[src/rtl/accel_ctrl_pkg.sv]
package accel_ctrl_pkg;

    typedef enum logic [1:0] {
        ST_IDLE    = 2'd0,
        ST_LOAD    = 2'd1,
        ST_COMPUTE = 2'd2,
        ST_SRESET  = 2'd3
    } seq_state_t;

    // register byte offsets
    localparam int OFS_X1CFG = 'h00;
    localparam int OFS_X2CFG = 'h04;
    localparam int OFS_YCFG  = 'h08;
    localparam int OFS_PARAM = 'h0C;
    localparam int OFS_CTRL  = 'h10;
    localparam int OFS_STAT  = 'h14;
    localparam int OFS_WDATA = 'h18;
    localparam int OFS_RDATA = 'h1C;

    // field positions
    localparam int WM_LSB      = 24;
    localparam int FUNC_LSB    = 24;
    localparam int START_BIT   = 31;
    localparam int NUM_IRQ     = 5;
    localparam int DMA_RD_BIT  = 8;
    localparam int DMA_WR_BIT  = 9;
    localparam int CLIP_BIT    = 15;
    localparam int SRST_BIT    = 16;
    localparam int OVFL_BIT    = 8;
    localparam int UNFL_BIT    = 9;
    localparam int SAT_BIT     = 10;

    // function codes
    localparam int FN_LOAD_X1 = 1;
    localparam int FN_LOAD_X2 = 2;
    localparam int FN_LOAD_Y  = 3;
    localparam int FN_FIR     = 8;
    localparam int FN_IIR     = 9;

endpackage

[src/rtl/accel_cfg_regs.sv]
module accel_cfg_regs
    import accel_ctrl_pkg::*;
#(
    parameter int BASE_W = 8,
    parameter int SIZE_W = 8,
    parameter int WM_W   = 2
) (
    input  logic                clk,
    input  logic                rst_n,
    input  logic                wr_x1,
    input  logic                wr_x2,
    input  logic                wr_y,
    input  logic                wr_cr,
    input  logic                running,
    input  logic [31:0]         wdata,
    output logic [BASE_W-1:0]   x1_base,
    output logic [SIZE_W-1:0]   x1_size,
    output logic [WM_W-1:0]     x1_wm,
    output logic [BASE_W-1:0]   x2_base,
    output logic [SIZE_W-1:0]   x2_size,
    output logic [BASE_W-1:0]   y_base,
    output logic [SIZE_W-1:0]   y_size,
    output logic [WM_W-1:0]     y_wm,
    output logic [NUM_IRQ-1:0]  irq_en,
    output logic                dma_rd_en,
    output logic                dma_wr_en,
    output logic                clip_en,
    output logic                soft_rst_req
);

    localparam int SZ_LSB = BASE_W;

    logic unused_wbits;
    assign unused_wbits = ^{wdata[23:17], wdata[31:26]};

    assign soft_rst_req = wr_cr & wdata[SRST_BIT];

    always_ff @(posedge clk or negedge rst_n) begin
        if (!rst_n) begin
            x1_base <= '0; x1_size <= '0; x1_wm <= '0;
            y_base  <= '0; y_size  <= '0; y_wm  <= '0;
        end else begin
            if (wr_x1) begin
                x1_base <= wdata[0 +: BASE_W];
                x1_size <= wdata[SZ_LSB +: SIZE_W];
                x1_wm   <= wdata[WM_LSB +: WM_W];
            end
            if (wr_y) begin
                y_base <= wdata[0 +: BASE_W];
                y_size <= wdata[SZ_LSB +: SIZE_W];
                y_wm   <= wdata[WM_LSB +: WM_W];
            end
        end
    end

    // X2 base stays writable while running; the size does not
    always_ff @(posedge clk or negedge rst_n) begin
        if (!rst_n) begin
            x2_base <= '0;
            x2_size <= '0;
        end else if (wr_x2) begin
            x2_base <= wdata[0 +: BASE_W];
            if (!running) x2_size <= wdata[SZ_LSB +: SIZE_W];
        end
    end

    always_ff @(posedge clk or negedge rst_n) begin
        if (!rst_n) begin
            irq_en    <= '0;
            clip_en   <= 1'b0;
            dma_rd_en <= 1'b0;
            dma_wr_en <= 1'b0;
        end else if (wr_cr) begin
            irq_en  <= wdata[0 +: NUM_IRQ];
            clip_en <= wdata[CLIP_BIT];
            if (!running) begin
                dma_rd_en <= wdata[DMA_RD_BIT];
                dma_wr_en <= wdata[DMA_WR_BIT];
            end
        end
    end

    p_x2size_locked_r4: assert property (@(posedge clk) disable iff (!rst_n)
        (running && wr_x2) |=> $stable(x2_size));

    p_dma_locked_r4: assert property (@(posedge clk) disable iff (!rst_n)
        (running && wr_cr) |=> ($stable(dma_rd_en) && $stable(dma_wr_en)));

    p_x2base_open_r4: assert property (@(posedge clk) disable iff (!rst_n)
        wr_x2 |=> (x2_base == $past(wdata[0 +: BASE_W])));

endmodule

[src/rtl/accel_seq_fsm.sv]
module accel_seq_fsm
    import accel_ctrl_pkg::*;
#(
    parameter int PRM_W  = 8,
    parameter int FUNC_W = 7
) (
    input  logic              clk,
    input  logic              rst_n,
    input  logic              wr_param,
    input  logic [31:0]       wdata,
    input  logic              soft_rst_req,
    input  logic              load_done,
    output logic [PRM_W-1:0]  prm_p,
    output logic [PRM_W-1:0]  prm_q,
    output logic [PRM_W-1:0]  prm_r,
    output logic [FUNC_W-1:0] func_code,
    output logic              start,
    output logic              ptr_clear
);

    seq_state_t state, state_nxt;

    logic [FUNC_W-1:0] wfunc;
    logic              w_start, is_load, is_calc;

    assign wfunc   = wdata[FUNC_LSB +: FUNC_W];
    assign w_start = wdata[START_BIT];
    assign is_load = (wfunc == FUNC_W'(FN_LOAD_X1)) || (wfunc == FUNC_W'(FN_LOAD_X2))
                  || (wfunc == FUNC_W'(FN_LOAD_Y));
    assign is_calc = (wfunc == FUNC_W'(FN_FIR)) || (wfunc == FUNC_W'(FN_IIR));

    // state register
    always_ff @(posedge clk or negedge rst_n) begin
        if (!rst_n) state <= ST_IDLE;
        else        state <= state_nxt;
    end

    // transitions
    always_comb begin
        state_nxt = state;
        unique case (state)
            ST_IDLE: begin
                if (soft_rst_req)                      state_nxt = ST_SRESET;
                else if (wr_param && w_start && is_load) state_nxt = ST_LOAD;
                else if (wr_param && w_start && is_calc) state_nxt = ST_COMPUTE;
            end
            ST_LOAD: begin
                if (soft_rst_req)                state_nxt = ST_SRESET;
                else if (wr_param && !w_start)   state_nxt = ST_IDLE;
                else if (load_done)              state_nxt = ST_IDLE;
            end
            ST_COMPUTE: begin
                if (soft_rst_req)                state_nxt = ST_SRESET;
                else if (wr_param && !w_start)   state_nxt = ST_IDLE;
            end
            ST_SRESET: begin
                state_nxt = soft_rst_req ? ST_SRESET : ST_IDLE;
            end
            default: state_nxt = ST_IDLE;
        endcase
    end

    // outputs
    always_comb begin
        start     = 1'b0;
        ptr_clear = 1'b0;
        unique case (state)
            ST_LOAD, ST_COMPUTE: start     = 1'b1;
            ST_SRESET:           ptr_clear = 1'b1;
            default: ;
        endcase
    end

    // parameter fields, written only while idle
    always_ff @(posedge clk or negedge rst_n) begin
        if (!rst_n) begin
            prm_p <= '0; prm_q <= '0; prm_r <= '0; func_code <= '0;
        end else if (soft_rst_req) begin
            prm_p <= '0; prm_q <= '0; prm_r <= '0; func_code <= '0;
        end else if (wr_param && state == ST_IDLE) begin
            prm_p     <= wdata[0 +: PRM_W];
            prm_q     <= wdata[PRM_W +: PRM_W];
            prm_r     <= wdata[2*PRM_W +: PRM_W];
            func_code <= wfunc;
        end
    end

    p_reserved_no_start_r6: assert property (@(posedge clk) disable iff (!rst_n)
        (!start && !ptr_clear && wr_param && w_start && !soft_rst_req
         && !is_load && !is_calc) |=> !start);

    p_load_ends_r2: assert property (@(posedge clk) disable iff (!rst_n)
        (start && func_code >= FUNC_W'(FN_LOAD_X1) && func_code <= FUNC_W'(FN_LOAD_Y)
         && load_done) |=> !start);

    p_calc_holds_r3: assert property (@(posedge clk) disable iff (!rst_n)
        (start && (func_code == FUNC_W'(FN_FIR) || func_code == FUNC_W'(FN_IIR))
         && !wr_param && !soft_rst_req) |=> start);

    p_fields_locked_r4: assert property (@(posedge clk) disable iff (!rst_n)
        (start && wr_param && !soft_rst_req) |=>
            ($stable(prm_p) && $stable(prm_q) && $stable(prm_r) && $stable(func_code)));

    p_stop_r5: assert property (@(posedge clk) disable iff (!rst_n)
        (start && wr_param && !w_start) |=> !start);

    p_soft_reset_r9: assert property (@(posedge clk) disable iff (!rst_n)
        soft_rst_req |=> (ptr_clear && !start && func_code == '0 && prm_p == '0));

    p_clear_once_r9: assert property (@(posedge clk) disable iff (!rst_n)
        (ptr_clear && !soft_rst_req) |=> !ptr_clear);

endmodule

[src/rtl/accel_irq_status.sv]
module accel_irq_status
    import accel_ctrl_pkg::*;
(
    input  logic               clk,
    input  logic               rst_n,
    input  logic               soft_clr,
    input  logic               ovfl_evt,
    input  logic               unfl_evt,
    input  logic               sat_evt,
    input  logic               y_empty,
    input  logic               x1_full,
    input  logic [NUM_IRQ-1:0] irq_en,
    output logic               ovfl,
    output logic               unfl,
    output logic               sat,
    output logic               irq
);

    logic [NUM_IRQ-1:0] src;

    always_ff @(posedge clk or negedge rst_n) begin
        if (!rst_n) begin
            ovfl <= 1'b0; unfl <= 1'b0; sat <= 1'b0;
        end else if (soft_clr) begin
            ovfl <= 1'b0; unfl <= 1'b0; sat <= 1'b0;
        end else begin
            ovfl <= ovfl | ovfl_evt;
            unfl <= unfl | unfl_evt;
            sat  <= sat  | sat_evt;
        end
    end

    assign src = {sat, unfl, ovfl, ~x1_full, ~y_empty};
    assign irq = |(src & irq_en);

    p_ovfl_sticky_r8: assert property (@(posedge clk) disable iff (!rst_n)
        (ovfl && !soft_clr) |=> ovfl);

    p_unfl_sticky_r8: assert property (@(posedge clk) disable iff (!rst_n)
        (unfl && !soft_clr) |=> unfl);

    p_flags_cleared_r9: assert property (@(posedge clk) disable iff (!rst_n)
        soft_clr |=> (!ovfl && !unfl && !sat));

    p_irq_needs_enable_r7: assert property (@(posedge clk) disable iff (!rst_n)
        (irq_en == '0) |-> !irq);

endmodule

[src/rtl/accel_ctrl_regs.sv]
module accel_ctrl_regs
    import accel_ctrl_pkg::*;
#(
    parameter int ADDR_W   = 6,
    parameter int SAMPLE_W = 16,
    parameter int BASE_W   = 8,
    parameter int SIZE_W   = 8,
    parameter int WM_W     = 2,
    parameter int PRM_W    = 8,
    parameter int FUNC_W   = 7
) (
    input  logic                clk,
    input  logic                rst_n,
    input  logic                bus_wr,
    input  logic                bus_rd,
    input  logic [ADDR_W-1:0]   bus_addr,
    input  logic [31:0]         bus_wdata,
    output logic [31:0]         bus_rdata,
    input  logic                y_empty,
    input  logic                x1_full,
    input  logic                x1_nospace,
    input  logic                y_nodata,
    input  logic                sat_evt,
    input  logic                load_done,
    input  logic [SAMPLE_W-1:0] ybuf_rdata,
    output logic                wr_push,
    output logic [SAMPLE_W-1:0] wr_sample,
    output logic                rd_pop,
    output logic [BASE_W-1:0]   x1_base,
    output logic [SIZE_W-1:0]   x1_size,
    output logic [WM_W-1:0]     x1_wm,
    output logic [BASE_W-1:0]   x2_base,
    output logic [SIZE_W-1:0]   x2_size,
    output logic [BASE_W-1:0]   y_base,
    output logic [SIZE_W-1:0]   y_size,
    output logic [WM_W-1:0]     y_wm,
    output logic [PRM_W-1:0]    prm_p,
    output logic [PRM_W-1:0]    prm_q,
    output logic [PRM_W-1:0]    prm_r,
    output logic [FUNC_W-1:0]   func_code,
    output logic                start,
    output logic                clip_en,
    output logic                dma_rd_en,
    output logic                dma_wr_en,
    output logic                ptr_clear,
    output logic                irq
);

    logic               wr_x1, wr_x2, wr_y, wr_param, wr_cr;
    logic               soft_rst_req;
    logic [NUM_IRQ-1:0] irq_en;
    logic               ovfl, unfl, sat;

    assign wr_x1    = bus_wr && (bus_addr == ADDR_W'(OFS_X1CFG));
    assign wr_x2    = bus_wr && (bus_addr == ADDR_W'(OFS_X2CFG));
    assign wr_y     = bus_wr && (bus_addr == ADDR_W'(OFS_YCFG));
    assign wr_param = bus_wr && (bus_addr == ADDR_W'(OFS_PARAM));
    assign wr_cr    = bus_wr && (bus_addr == ADDR_W'(OFS_CTRL));
    assign wr_push  = bus_wr && (bus_addr == ADDR_W'(OFS_WDATA));
    assign rd_pop   = bus_rd && (bus_addr == ADDR_W'(OFS_RDATA));
    assign wr_sample = bus_wdata[SAMPLE_W-1:0];

    accel_cfg_regs #(.BASE_W(BASE_W), .SIZE_W(SIZE_W), .WM_W(WM_W)) u_cfg (
        .clk(clk), .rst_n(rst_n),
        .wr_x1(wr_x1), .wr_x2(wr_x2), .wr_y(wr_y), .wr_cr(wr_cr),
        .running(start), .wdata(bus_wdata),
        .x1_base(x1_base), .x1_size(x1_size), .x1_wm(x1_wm),
        .x2_base(x2_base), .x2_size(x2_size),
        .y_base(y_base), .y_size(y_size), .y_wm(y_wm),
        .irq_en(irq_en), .dma_rd_en(dma_rd_en), .dma_wr_en(dma_wr_en),
        .clip_en(clip_en), .soft_rst_req(soft_rst_req)
    );

    accel_seq_fsm #(.PRM_W(PRM_W), .FUNC_W(FUNC_W)) u_seq (
        .clk(clk), .rst_n(rst_n),
        .wr_param(wr_param), .wdata(bus_wdata),
        .soft_rst_req(soft_rst_req), .load_done(load_done),
        .prm_p(prm_p), .prm_q(prm_q), .prm_r(prm_r), .func_code(func_code),
        .start(start), .ptr_clear(ptr_clear)
    );

    accel_irq_status u_irq (
        .clk(clk), .rst_n(rst_n), .soft_clr(soft_rst_req),
        .ovfl_evt(wr_push && x1_nospace),
        .unfl_evt(rd_pop && y_nodata),
        .sat_evt(sat_evt),
        .y_empty(y_empty), .x1_full(x1_full), .irq_en(irq_en),
        .ovfl(ovfl), .unfl(unfl), .sat(sat), .irq(irq)
    );

    always_comb begin
        bus_rdata = '0;
        case (bus_addr)
            ADDR_W'(OFS_X1CFG): begin
                bus_rdata[0 +: BASE_W]      = x1_base;
                bus_rdata[BASE_W +: SIZE_W] = x1_size;
                bus_rdata[WM_LSB +: WM_W]   = x1_wm;
            end
            ADDR_W'(OFS_X2CFG): begin
                bus_rdata[0 +: BASE_W]      = x2_base;
                bus_rdata[BASE_W +: SIZE_W] = x2_size;
            end
            ADDR_W'(OFS_YCFG): begin
                bus_rdata[0 +: BASE_W]      = y_base;
                bus_rdata[BASE_W +: SIZE_W] = y_size;
                bus_rdata[WM_LSB +: WM_W]   = y_wm;
            end
            ADDR_W'(OFS_PARAM): begin
                bus_rdata[0 +: PRM_W]        = prm_p;
                bus_rdata[PRM_W +: PRM_W]    = prm_q;
                bus_rdata[2*PRM_W +: PRM_W]  = prm_r;
                bus_rdata[FUNC_LSB +: FUNC_W] = func_code;
                bus_rdata[START_BIT]         = start;
            end
            ADDR_W'(OFS_CTRL): begin
                bus_rdata[0 +: NUM_IRQ]  = irq_en;
                bus_rdata[DMA_RD_BIT]    = dma_rd_en;
                bus_rdata[DMA_WR_BIT]    = dma_wr_en;
                bus_rdata[CLIP_BIT]      = clip_en;
                bus_rdata[SRST_BIT]      = ptr_clear;
            end
            ADDR_W'(OFS_STAT): begin
                bus_rdata[0]        = y_empty;
                bus_rdata[1]        = x1_full;
                bus_rdata[OVFL_BIT] = ovfl;
                bus_rdata[UNFL_BIT] = unfl;
                bus_rdata[SAT_BIT]  = sat;
            end
            ADDR_W'(OFS_RDATA): bus_rdata[0 +: SAMPLE_W] = ybuf_rdata;
            default: ;
        endcase
    end

    p_irq_source_r7: assert property (@(posedge clk) disable iff (!rst_n)
        (irq && !ovfl && !unfl && !sat) |-> (!y_empty || !x1_full));

endmodule

[config.mk]
export PLATFORM = sky130hd
export DESIGN_NAME = accel_ctrl_regs
export DESIGN_NICKNAME = d
export VERILOG_FILES = /design/src/rtl/accel_ctrl_pkg.sv /design/src/rtl/accel_cfg_regs.sv /design/src/rtl/accel_seq_fsm.sv /design/src/rtl/accel_irq_status.sv /design/src/rtl/accel_ctrl_regs.sv
export SDC_FILE = /design/constraint.sdc
export NUM_CORES = 1
export LEC_CHECK = 0
export BUFFER_PORTS_ARGS = -buffer_cell sky130_fd_sc_hd__buf_2
export CAP_MARGIN = 20
export CORE_MARGIN = 1
export CORE_UTILIZATION = 43
export DETAILED_ROUTE_END_ITERATION = 6
export GPL_TIMING_DRIVEN = 1
export PLACE_DENSITY = 0.75
export SYNTH_ARGS = -nofsm -noshare
export SYNTH_HDL_FRONTEND = slang
export SYNTH_SLANG_ARGS = --single-unit
[constraint.sdc]
create_clock -name clk -period 1.45 [get_ports clk]
set_input_delay 0.0725 -clock clk [delete_from_list [all_inputs] [get_ports clk]]
set_output_delay 0.0725 -clock clk [all_outputs]
set_load 0.01 [all_outputs]
After elaboration in Yosys (flattened, before gate mapping)
Cells that the tools add are included.

storage, ports and cells
  output and inout bits = 139
  register bits = 96
  input bits = 64
  logic and storage cells = 106

operators by class
  equality and inequality tests = 18
  bitwise operators = 8
  mux-type cells = 34
  reductions and logical operators = 26

operator list
  operator                                                               count
  8-bit 2-to-1 mux                                                       6
  2-bit one-hot mux with 7 select lines                                  2
  6-bit by 5-bit equality test with 1-bit output, second input constant  4
  7-bit 2-to-1 mux                                                       3
  4-bit one-hot mux with 5 select lines                                  1
  2-bit 2-to-1 mux                                                       9
  3-bit one-hot mux with 6 select lines                                  1
  3-bit one-hot mux with 5 select lines                                  1
  7-bit by 2-bit equality test with 1-bit output, second input constant  2
  7-bit by 4-bit equality test with 1-bit output, second input constant  2
  1-bit logical AND                                                      14
  6-bit by 4-bit equality test with 1-bit output, second input constant  2
  1-bit one-hot mux with 6 select lines                                  2
  2-bit one-hot mux with 4 select lines                                  1
  7-bit by 1-bit equality test with 1-bit output, second input constant  1
  6-bit by 3-bit equality test with 1-bit output, second input constant  1
  6-bit zero test                                                        1
  6-bit 2-to-1 mux                                                       1
  2-bit one-hot mux with 3 select lines                                  1
  5-bit AND                                                              1
  1-bit 2-to-1 mux                                                       5
  5-bit OR reduction                                                     1
  2-bit equality test, second input constant                             2
  4-bit by 1-bit != test with 1-bit output, second input constant        1
  other kinds (14)                                                       21

Longest topological paths before layout
Gate-level depths: netlist of the first run.

  word-level depth = 8
  depth in mapped cells = 8
  depth with buffers taken out = 6

By module
Synthesis of the first run repeated with hierarchy kept, for this count alone.

second synthesis, totals
  cells, all modules = 406
  area, all modules = 4962.3 um2

modules (own cells, without submodules)
  module            area each (um2)  times used  cells each
  accel_cfg_regs    2298.5           1           130
  accel_seq_fsm     1337.5           1           100
  accel_ctrl_regs   1198.6           1           162
  accel_irq_status  127.6            1           14

Worst setup path before layout of the first run
Ideal clock, no wire load.

  path kind = input to register
  start point = input bus_addr[5]
  end point = register u_cfg.x2_size[0]
  arrival time = 1.583 ns
  setup time = 0.125 ns
  slack = -0.257 ns
  data required time = 1.325 ns
  stages on the path = 8
  cell sequence = buf_2 -> nor2_2 -> and3_1 -> buf_4 -> nand2_2 -> or2_2 -> buf_2 -> mux2_2

on the way
  word-level cells in the longest chain between the ends = 3

ends and longest elaborated chain
  element                                         line                   source
  from (decl)                                     accel_ctrl_regs.sv:16  input logic [ADDR_W-1:0] bus_addr,
  6-bit by 3-bit equality test with 1-bit output  accel_ctrl_regs.sv:55  assign wr_x2 = bus_wr && (bus_addr == ADDR_W'(OFS_X2CFG));
  1-bit logical AND                               accel_ctrl_regs.sv:55
  2-bit AND reduction (no source line)            n/a
  to (signal assigned)                            accel_cfg_regs.sv:63   if (!running) x2_size <= wdata[SZ_LSB +: SIZE_W];
  to (decl)                                       accel_cfg_regs.sv:20   output logic [SIZE_W-1:0] x2_size,

Every way passes these cells.
A chain may end at the register's enable or synchronous reset.

Final worst setup path of the first run
  start point = input bus_addr[0]
  end point = output bus_rdata[9]

on the way
  word-level cells in the longest chain between the ends = 2
  elaborated cells between the ends (all ways) = 8
  classes of those cells = eq/ne: 6; mux: 1; reduce/logical: 1

ends and longest elaborated chain
  element                                                                 line                   source
  6-bit by 5-bit equality test with 1-bit output (tied with other cells)  accel_ctrl_regs.sv:93  case (bus_addr)
  2-bit one-hot mux with 7 select lines *                                 accel_ctrl_regs.sv:93
  to (decl)                                                               accel_ctrl_regs.sv:18  output logic [31:0] bus_rdata,

Every way passes the cells marked *; elsewhere a longest branch is shown, timed or not.

==> reports/qor.txt, run 1 <==
Status: complete, but fails checks
Failing checks: negative setup slack
Buffers on Ports: 202
Max Freq: 598 MHz
Min cycle time layout: 1670 ps
Pwr/cell area: 1080 nW/um2
Multi-input gate area: 2260 um2
Mapped Nets: 501
Initial Util: 45.0%
Startpoint Class: primary input
Drt via density: 5.53
CTS clk-pin slew, worst paths: 90 ps
DP Worst Slack: -312 ps
Die area: 11400 um2
Synthesized area per cell: 10.9 um2
Setup TNS Final: -3540 ps
Fin. Hold Viols: 0
CTS tree: yes
DRC marker count from the first detailed-route iteration: 268
Mapped Cells: 433
Design area: 7070 um2
Final WL: 15900 um
Critical path class: in2out
Cells after DPL: 780
DPL Wire Length: 11100 um
Total power: 7.66 mW
GP Congestion: 0.825
Overall Global Routing Usage: 27.6%
Chip height: 107 um
Final Max Slew Viols: 0
Area grow syn2layout: 49.6%
IO Pins: 203
Num CTS Buffers: 9
Post-route ant nets: 0
EDFF count, synth: 0
Fin nets: 768
Crit share post-route: 115%
Worst-Skew Late Latency: 360 ps
Core area: 10500 um2
Register Area: 2400 um2
Sequential share of the synthesized area: 50.8%
Fillers: 805
WL/cell: 18.9 um
Pre-Repair DR Iteration Count: 5
Maxcap violations: 0
Leak pwr: 3.81 nW
Yosys reg bits: 96
CP Data Required Time: 1380 ps
Crit path arrival time: 1600 ps
# setup viols final: 26
Least-Margin Pin Slew: 528 ps
Peak supply drop: 0.000686 V
Post-synth cell types: 43
CP Max Fanout: 4
Slowest library cell on the worst path: or4bb_4
Clk root buf: clkbuf_8
GRT overflow: 0
Setup skew after layout: 11.8 ps
Vias post-DR: 4647
CP peak stage delay: 570 ps
Unrepaired setup endpoints after global routing: true
Normalized max-slew margin: 64.8%
CTS Buffer Depth: 2
CP most frequent cell: buf_6
CP Capture Type: output pin
Diodes inserted: 0
First-pass GRT wire length: 24000 um
Vias in the first global route: 4651
Top_reg_cell synth: dfrtp_1
Yosys warnings: 0
Clock sink count: 96
Async SR Flop Fraction: 100%
DR DRC count: 0
Layout Cells excl Fill: 841
Hold Path Class: in2reg
Crit-path cells: buf_8, or4bb_4, nor3_4, buf_6, buf_6, a222oi_1, nand3_1, buf_2
Htree depth: 3
Mapped cell area: 4730 um2
Placed cell area: 6170 um2
Die Width: 107 um
Final worst setup slack: -222 ps
Layout cells sized above 1: 54.2%
Largest net degree at the start of global routing: 97
Initial antenna violation count: 0
Num rows: 37
[worst max-delay path: cells and delay by family]
family / cells / cell delay, ps
AOI/OAI and AO/OA: 1 / 140
buffers and inverters: 4 / 500
and+or+nand+nor: 3 / 880
[per-stage QoR]
step,hold WS (ps),utilization (%)
after global routing,3.36,67.3
after floorplan,-223,-
after CTS,2.69,65.6
final,17.0,67.3
after detailed placement,173,58.7
after global placement,163,58.7
[power breakdown]
group	switching (mW)	leakage [nW]	internal, mW	total [mW]
clock network	0.992	0.102	0.812	1.80
logic	1.10	2.43	1.28	2.39
registers	0.362	1.28	3.10	3.46
total	2.46	3.81	5.20	7.66
[final timing paths]
| path | endpoint | cells after the start | slack, ps | from |
|---|---|---|---|---|
| setup / recovery | bus_rdata[9] | 8 | -220 | bus_addr[0] |
| hold / removal | u_seq.prm_p[4] | 3 | 20 | bus_wdata[4] |
| setup reg to reg | u_seq.state[0] | 6 | -80 | u_seq.state[0] |
| hold reg to reg | u_cfg.y_base[7] | 1 | 540 | u_cfg.y_base[7] |
| max in group asynchronous | u_cfg.irq_en[1] | 3 | 750 | rst_n |
| min in group asynchronous | u_seq.prm_r[4] | 3 | 290 | rst_n |
[synthesized netlist by cell type, types with 2 or more instances]
| cell type | n | share of area [%] |
|---|---|---|
| buf_4 | 17 | 2.7 |
| nand2_2 | 2 | 0.26 |
| and2_1 | 2 | 0.26 |
| nand2_1 | 72 | 5.7 |
| a21oi_1 | 32 | 3.4 |
| ha_1 | 4 | 1.1 |
| nor2_2 | 2 | 0.26 |
| nor2_1 | 11 | 0.87 |
| buf_2 | 8 | 0.85 |
| and3_1 | 15 | 2.0 |
| nor3_1 | 3 | 0.32 |
| inv_1 | 10 | 0.79 |
| nand3_1 | 11 | 1.2 |
| mux2_2 | 50 | 12 |
| a22o_1 | 3 | 0.56 |
| nand2b_1 | 3 | 0.40 |
| a222oi_1 | 13 | 2.8 |
| mux2_4 | 10 | 3.2 |
| clkbuf_1 | 14 | 1.1 |
| dfrtp_1 | 96 | 51 |
| nor4_1 | 2 | 0.26 |
| a22oi_1 | 32 | 5.1 |
[what timing repair did]
item,4_1_cts,5_1_grt
hold buffers,32,0
buffers inserted,9,3
gates cloned,0,1
pin swaps,15,27
gates resized for setup,33,35
hold endpoints to repair,152,0
endpoints found under the setup margin,64,56
[routing by layer]
layer | track usage (%) | routed length [um] | up-vias | part of all wire (%)
li1 | - | - | 2094 | -
met1 | 33.0 | 6370 | 2313 | 40
met2 | 50.5 | 8170 | 216 | 51
met3 | 4.32 | 1080 | 24 | 6.8
met4 | 8.81 | 256 | 0 | 1.6
met5 | 0 | 0 | - | 0
[kinds of logic (layout without fill, tap and decap cells)]
kind of cell | Yosys count | after routing | synth area share, %
AO/OA/AOI/OAI | 87 | 87 | 12.9
AND/OR/NAND/NOR | 136 | 136 | 14.5
adder cells (fa/ha/maj) | 4 | 4 | 1.06
flip-flops | 96 | 96 | 50.8
multiplexers | 60 | 60 | 15.1
buffers and inverters | 50 | 322 | 5.69
[layout by cell type (no fill, tap or decap), types with 10 or more instances in the layout]
master         count
buf_2            192
dfrtp_1           96
nand2_1           70
mux2_2            48
buf_4             41
a21oi_1           32
dlygate4sd3_1     32
a22oi_1           22
buf_6             20
and3_1            14
a222oi_1          13
mux2_4            12
a22oi_2           10
[layout make-up]
type | instances | share of cell area (%)
clock inverters | 6 | 0.973
multi-input cells | 287 | 31.9
well taps | 136 | 2.41
clock buffers | 10 | 1.80
repair buffers | 296 | 28.4
flip-flops and latches | 96 | 34.0
inverters | 10 | 0.531
No activity file was read; power rests on OpenSTA's default activity.
==> run 2: changes to the inputs <==
- RECOVER_POWER: default -> 25
==> reports/qor.txt, run 2 (synthesis results as in run 1) <==
First-pass GRT wire length: 24000 um (unchanged)
Setup TNS Final: -3540 ps (about the same)
Htree depth: 3 (unchanged)
Met2 WL: 8130 um (was 8170 um)
Final Max Slew Viols: 0 (unchanged)
Unrepaired setup endpoints after global routing: true (unchanged)
Fin. Hold Viols: 0 (unchanged)
Worst-Skew Late Latency: 360 ps (about the same)
Failing checks: negative setup slack (unchanged)
Hold path endpoint: u_seq.prm_p[4] (unchanged)
WL/cell: 18.9 um (about the same)
CP Data Required Time: 1380 ps (about the same)
CP Capture Type: output pin (unchanged)
Max Freq: 600 MHz (was 598 MHz)
Chip height: 107 um (unchanged)
Overall Global Routing Usage: 27.6% (unchanged)
Most common cell after layout, fill and taps aside: buf_2 (unchanged)
Crit path arrival time: 1600 ps (about the same)
Layout Cells excl Fill: 841 (unchanged)
Die area: 11400 um2 (unchanged)
Vias in the first global route: 4651 (unchanged)
Clock sink count: 96 (unchanged)
Status: complete, but fails checks (unchanged)
GP Congestion: 0.825 (unchanged)
Min-Delay Path Depth: 3 (unchanged)
DPL Wire Length: 11100 um (unchanged)
Drt via density: 5.51 (was 5.53)
Metal-1 WL: 6430 um (was 6370 um)
RR Startpoint: u_seq.state[0] (unchanged)
Post-route ant nets: 0 (unchanged)
Leak pwr: 3.80 nW (was 3.81 nW)
Clk root buf: clkbuf_8 (unchanged)
# setup viols final: 26 (unchanged)
Startpoint Class: primary input (unchanged)
Top sig layer: met4 (unchanged)
Placed cell area: 6170 um2 (unchanged)
DR DRC count: 0 (unchanged)
Reg2reg setup slack: -80 ps (about the same)
IO Pins: 203 (unchanged)
Hold path startpoint: bus_wdata[4] (unchanged)
CTS clk-pin slew, worst paths: 90 ps (about the same)
Fin nets: 768 (unchanged)
Layout cells sized above 1: 53.9% (was 54.2%)
Min cycle time layout: 1670 ps (about the same)
DRC marker count from the first detailed-route iteration: 302 (was 268)
CP Max Fanout: 4 (unchanged)
Final WL: 15900 um (about the same)
Maxcap violations: 0 (unchanged)
Hold Path Class: in2reg (unchanged)
Design area: 7060 um2 (was 7070 um2)
Pwr/cell area: 1080 nW/um2 (about the same)
Num rows: 37 (unchanged)
Cells after DPL: 780 (unchanged)
Buffers on Ports: 202 (unchanged)
Critical path class: in2out (unchanged)
Area grow syn2layout: 49.3% (was 49.6%)
Diodes inserted: 0 (unchanged)
CTS Buffer Depth: 2 (unchanged)
Core area: 10500 um2 (unchanged)
Peak supply drop: 0.000685 V (was 0.000686 V)
Most frequent cells in the layout: buf_2, dfrtp_1, nand2_1, mux2_2, buf_4 (unchanged)
Reg2reg path depth: 6 (unchanged)
Largest net degree at the start of global routing: 97 (unchanged)
Die Width: 107 um (unchanged)
GRT overflow: 0 (unchanged)
Normalized max-slew margin: 41.4% (was 64.8%)
Total power: 7.66 mW (about the same)
Initial Util: 45.0% (unchanged)
Reg-to-Reg End: u_seq.state[0] (unchanged)
Vias post-DR: 4636 (was 4647)
Final worst setup slack: -218 ps (was -222 ps)
Num CTS Buffers: 9 (unchanged)
Pre-Repair DR Iteration Count: 5 (unchanged)
Setup skew after layout: 11.0 ps (was 11.8 ps)
Crit share post-route: 115% (about the same)
CTS tree: yes (unchanged)
Met3 wire length: 1040 um (was 1080 um)
Initial antenna violation count: 0 (unchanged)
Least-Margin Pin Slew: 880 ps (was 528 ps)
==> run 2: worst max-delay path, stage by stage <==
cell and delay [ps]:
buf_8 100, or4bb_4 570, nor3_4 200, buf_6 160
buf_6 100, a222oi_1 130, nand3_1 110, buf_2 140
==> run 2: routing by layer <==
metal,global-route usage [%],vias up
met3,4.32,24
met5,0,-
met1,33.0,2310
met2,50.5,210
li1,-,2092
met4,8.81,0
==> run 2: repair_timing <==
item	CTS	global route
hold buffers	32	0
cloned	0	1
pin swaps	15	27
setup buffers	9	3
endpoints found under the hold margin	152	0
resized for setup	33	35
endpoints found under the setup margin	64	56
==> run 2: area by class of cell <==
| type | count | area, um2 |
|---|---|---|
| fillers | 810 | 3450 |
| flip-flops and latches | 96 | 2400 |
| multi-input cells | 287 | 2260 |
| repair buffers | 296 | 2000 |
| well taps | 136 | 170 |
| clock buffers | 10 | 128 |
| clock inverters | 6 | 68.8 |
| inverters | 10 | 37.5 |
==> run 2: stage by stage <==
step           hold slack [ps]  setup WS, ps  utilization (%)
6_report                  17.0          -218             67.2
5_1_grt                   4.69          -270             67.2
3_5_place_dp               173          -312             58.7
2_1_floorplan             -223          -224                -
3_3_place_gp               163          -299             58.7
4_1_cts                   2.69          -204             65.6
==> run 2: worst max-delay path by stage <==
stage | start | end | slack (ps) | depth (start not counted)
2_1_floorplan | bus_addr[5] | u_cfg.y_base[7] | -220 | 5
3_3_place_gp | bus_wdata[29] | u_seq.state[0] | -300 | 6
3_5_place_dp | bus_addr[2] | u_seq.state[0] | -310 | 6
4_1_cts | bus_addr[2] | bus_rdata[3] | -200 | 7
5_1_grt | u_seq.prm_q[1] | bus_rdata[9] | -270 | 3
6_report | bus_addr[0] | bus_rdata[9] | -220 | 8
==> run 2: power by group <==
part / total [mW] / internal [mW] / switching (mW) / leakage (nW)
Sequential: 3.46 / 3.10 / 0.362 / 1.28
Combinational: 2.39 / 1.28 / 1.11 / 2.42
Clock: 1.81 / 0.812 / 0.998 / 0.102
Total: 7.66 / 5.19 / 2.47 / 3.80
